===== src/rtl/crt_coef_est.sv =====
module crt_coef_est #(
  parameter int unsigned N       = 8,
  parameter int unsigned TERM_W  = 20,
  parameter int unsigned Q       = 8,
  parameter int unsigned OFFSET  = 4,
  parameter int unsigned ENTRY_W = 16,
  localparam int unsigned LOG_N  = $clog2(N),
  localparam int unsigned SUM_W  = Q + LOG_N,
  localparam int unsigned NENT   = 1 << LOG_N,
  parameter logic [NENT*ENTRY_W-1:0] TABLE = {
    16'h7777, 16'h6666, 16'h5555, 16'h4444,
    16'h3333, 16'h2222, 16'h1111, 16'h0000}
) (
  input  logic                  clk,
  input  logic                  rst_n,
  input  logic                  start,
  input  logic [N*TERM_W-1:0]   terms,
  output logic [LOG_N-1:0]      coef,
  output logic [ENTRY_W-1:0]    corr,
  output logic                  valid
);

  logic [SUM_W:0]     sum_w;
  logic [LOG_N-1:0]   idx;

  always_comb begin
    sum_w = (SUM_W+1)'(OFFSET);
    for (int k = 0; k < N; k++)
      sum_w = sum_w + {{(SUM_W+1-Q){1'b0}}, terms[k*TERM_W + TERM_W - Q +: Q]};
  end

  assign idx = sum_w[SUM_W-1:Q];

  always_ff @(posedge clk) begin
    if (!rst_n) begin
      coef  <= '0;
      corr  <= '0;
      valid <= 1'b0;
    end else begin
      valid <= start;
      if (start) begin
        coef <= idx;
        corr <= TABLE[idx*ENTRY_W +: ENTRY_W];
      end
    end
  end

  initial begin
    a_offset_fits_r3: assert (OFFSET <= N - 1);
  end

  p_no_overflow_r3: assert property (@(posedge clk) disable iff (!rst_n)
    start |-> !sum_w[SUM_W]);

  p_valid_after_start_r5: assert property (@(posedge clk) disable iff (!rst_n)
    start |=> valid);

  p_valid_needs_start_r5: assert property (@(posedge clk) disable iff (!rst_n)
    !start |=> !valid);

  p_hold_r6: assert property (@(posedge clk) disable iff (!rst_n)
    !start |=> $stable(coef) && $stable(corr));

  p_entry_matches_r4: assert property (@(posedge clk) disable iff (!rst_n)
    valid |-> corr == TABLE[coef*ENTRY_W +: ENTRY_W]);

endmodule


===== config.mk =====
export PLATFORM = sky130hd
export DESIGN_NAME = crt_coef_est
export DESIGN_NICKNAME = d
export VERILOG_FILES = /design/src/rtl/crt_coef_est.sv
export SDC_FILE = /design/constraint.sdc
export NUM_CORES = 1
export LEC_CHECK = 0
export ABC_AREA = 1
export CORE_UTILIZATION = 29
export DETAILED_ROUTE_END_ITERATION = 8
export PLACE_DENSITY = 0.8
export SLEW_MARGIN = 15
export SYNTH_ARGS = -nofsm -noshare
export SYNTH_HDL_FRONTEND = slang
export SYNTH_SLANG_ARGS = --single-unit

===== constraint.sdc =====
create_clock -name clk -period 3.66 [get_ports clk]
set_clock_uncertainty 0.05 [all_clocks]
set_input_delay 0.549 -clock clk [delete_from_list [all_inputs] [get_ports clk]]
set_output_delay 0.549 -clock clk [all_outputs]
set_load 0.01 [all_outputs]

==> reports/qor.csv <==
stage,metric,value,unit
setup_path,worst-path maximum fanout,2,
outcome,status,"complete, but fails checks",
cells_and_area,Final #Nets,547,
logic_synthesis,count of different cell masters after synthesis,18,
setup_path,Crit Path Category,in -> reg,
cts,clock sinks,4,
cells_and_area,layout cells sized above 1,41.5,%
setup_path,Worst setup SP type,input pin,
setup_path,arrival time at the worst endpoint,3730,ps
worst_hold_path,Hold WC Path Type,reg -> reg,
logic_synthesis,synthesized area,1970,um^2
global_routing,vias in the first global route,1740,
global_routing,first-pass GRT wire length,6830,um
floorplanning,Die H,84.4,um
floorplanning,die area,7130,um^2
sta,period utilization,100,%
setup_path,Setup crit end kind,flop,
logic_synthesis,Mapped Cells,249,
cts,maximum clock path buffer count,2,
global_routing,gr usage total,11.5,%
setup_path,"Data required, critical path",3730,ps
power,Leakage,1.57,nW
drt,uppermost layer routed,met3,
drt,DRC Markers,7,
drt,routed wl met3,284,um
cts,H-tree depth,1,
place,Final GP Congestion,0.722,
global_routing,initial antenna violation count,0,
logic_synthesis,top-count cell post-synth,inv_1,
place,DP Wirelength,3560,um
power,Cell Pwr Density,683,nW/um^2
logic_synthesis,synth top area cells,"fa_1, inv_1, buf_4",
sta,min cycle time layout,3660,ps
sta,final hold violations,0,
floorplanning,width of the die,84.4,um
cells_and_area,diodes inserted,0,
logic_synthesis,Post-synth top flop,dfxtp_1,
sta,RSZ-0062 raised after global routing,true,
drt,Vias/cell,3.91,
cts,CTS tree,built,
sta,fin worst setup slack,-0.0924,ps
drt,DRT iter0 DRCs,37,
sta,final setup vio count,1,
drt,Final ANT Viol Nets,0,
drt,total wire length,3770,um
cts,"Clk pin slew, worst setup/hold paths",30,ps
global_routing,total gr overflow,0,
cts,CTS Buf Count,3,
sta,final slew viol count,0,
floorplanning,FP Rows,29,
cells_and_area,"Area growth, synth to finish",46.1,%
run,max-cap viol count,0,
place,post-place setup slack,-700,ps
logic_synthesis,Synth Register Bits,4,
drt,met2 wire len,2000,um
logic_synthesis,sequential share of the synthesized area,4.06,%
logic_synthesis,ys async rst share,0,%
power,peak supply drop,394,uV
cts,root buf cell,clkbuf_8,
logic_synthesis,"area leader, netlist",fa_1,
logic_synthesis,Post-synth EDFFs,0,
drt,drt pass-1 iters,6,
drt,DR WL/cell,9.38,um
cts,Setup Buffers After CTS,0,
sta,Hold WS,570,ps
cts,Clock Latency Late Sink,220,ps
outcome,violations in the final reports,"DRC, setup timing",
floorplanning,area of the core,6460,um^2
logic_synthesis,Commonest cells post-synth,"inv_1, fa_1, buf_4",
global_routing,largest net degree at the start of global routing,8,
drt,vias post-DR,1573,
logic_synthesis,syn_area_per_cell,7.91,um^2
place,number of port buffers,82,
sta,fmax,273,MHz
cts,hold_buf cts,0,
logic_synthesis,area share of the largest cell type after synthesis,48.8,%
floorplanning,Starting Density,30.5,%
logic_synthesis,Synth Warn #,0,
drt,M1 WL,1480,um
floorplanning,io pins,183,
kinds of logic (layout without fill, tap and decap cells):
group,count (synthesis),in the layout,share of synthesized area (%)
other,1,4,0.190
AOI/OAI and AO/OA,10,10,3.36
buffers and inverters,147,220,31.0
and+or+nand+nor,30,30,6.86
DFF,4,4,4.06
adders and majority gates,57,57,54.5
report_power, final:
part / switching [mW] / internal, mW / total, mW
Combinational: 0.891 / 0.904 / 1.80
Sequential: 0.0177 / 0.0568 / 0.0745
Clock: 0.0252 / 0.0703 / 0.0955
Total: 0.934 / 1.03 / 1.97
metal layers:
layer  GRT usage [%]  vias up
met5               0        -
met4            2.31        0
met3            1.67        0
met2            22.7       56
met1            13.1      738
li1                -      779
layout by cell type, fill, tap and decap left out:
cell type,count
nor2_2,1
fa_2,16
buf_4,4
inv_1,71
inv_6,1
a211oi_1,1
dlygate4sd2_1,10
nand3_1,4
o21a_1,1
buf_6,3
buf_2,9
dfxtp_1,4
clkdlybuf4s50_1,38
fa_1,32
a21oi_2,5
ha_4,6
clkbuf_2,17
nand2_4,1
nand4_1,2
nand2_1,10
clkdlybuf4s15_1,5
a21oi_4,1
o21ai_2,1
ha_1,3
nand2_2,6
nor2_1,4
o21ai_0,1
clkbuf_8,3
nand3_2,2
inv_2,59
conb_1,4
stage by stage:
step,power [mW],TNS [ps],std cells,instance area [um^2],utilization (%)
detailed placement,1.62,-2030,399,2880,44.6
global route,2.21,-441,402,2880,44.6
floorplan,1.20,-34.6,252,2060,-
finish,1.97,-0.0924,402,2880,44.6
global placement,1.56,-1880,399,2880,44.6
CTS,1.95,-214,402,2920,45.3
repair_timing:
action,CTS,global route
endpoints found under the setup margin,3,3
pin swaps,67,50
hold endpoints to repair,0,0
gates resized for setup,141,56
cell type report:
type / count / area (um^2)
fill: 641 / 3580
multi-input combinational: 101 / 1450
timing repair buffer: 86 / 712
inverter: 131 / 497
tap: 77 / 96.3
sequential: 4 / 80.1
clock buffer: 3 / 41.3
final timing paths:
kind | startpoint | end | slack (ps) | cells after the start
worst max-delay path | terms[118] | coef[0] | -0.09 | 17
worst min-delay path | coef[1] | coef[1] | 570 | 4
worst max register to register | corr[14] | corr[14] | 2870 | 2
worst min register to register | coef[1] | coef[1] | 570 | 4
critical path, cell delays in order:
cell and delay [ps]:
buf_4 100, inv_6 30, fa_1 540, inv_2 40, fa_2 460, fa_1 500
inv_2 40, fa_1 550, inv_2 50, ha_4 260, nand2_4 50, buf_6 110
o21a_1 190, nand3_1 90, nand3_1 80, nand2_1 60, inv_1 30
flip-flops by register name, indices dropped and copies added (netlist names):
signal	count
corr	1
coef	2
valid	1
(Power assumes the default switching activity.)
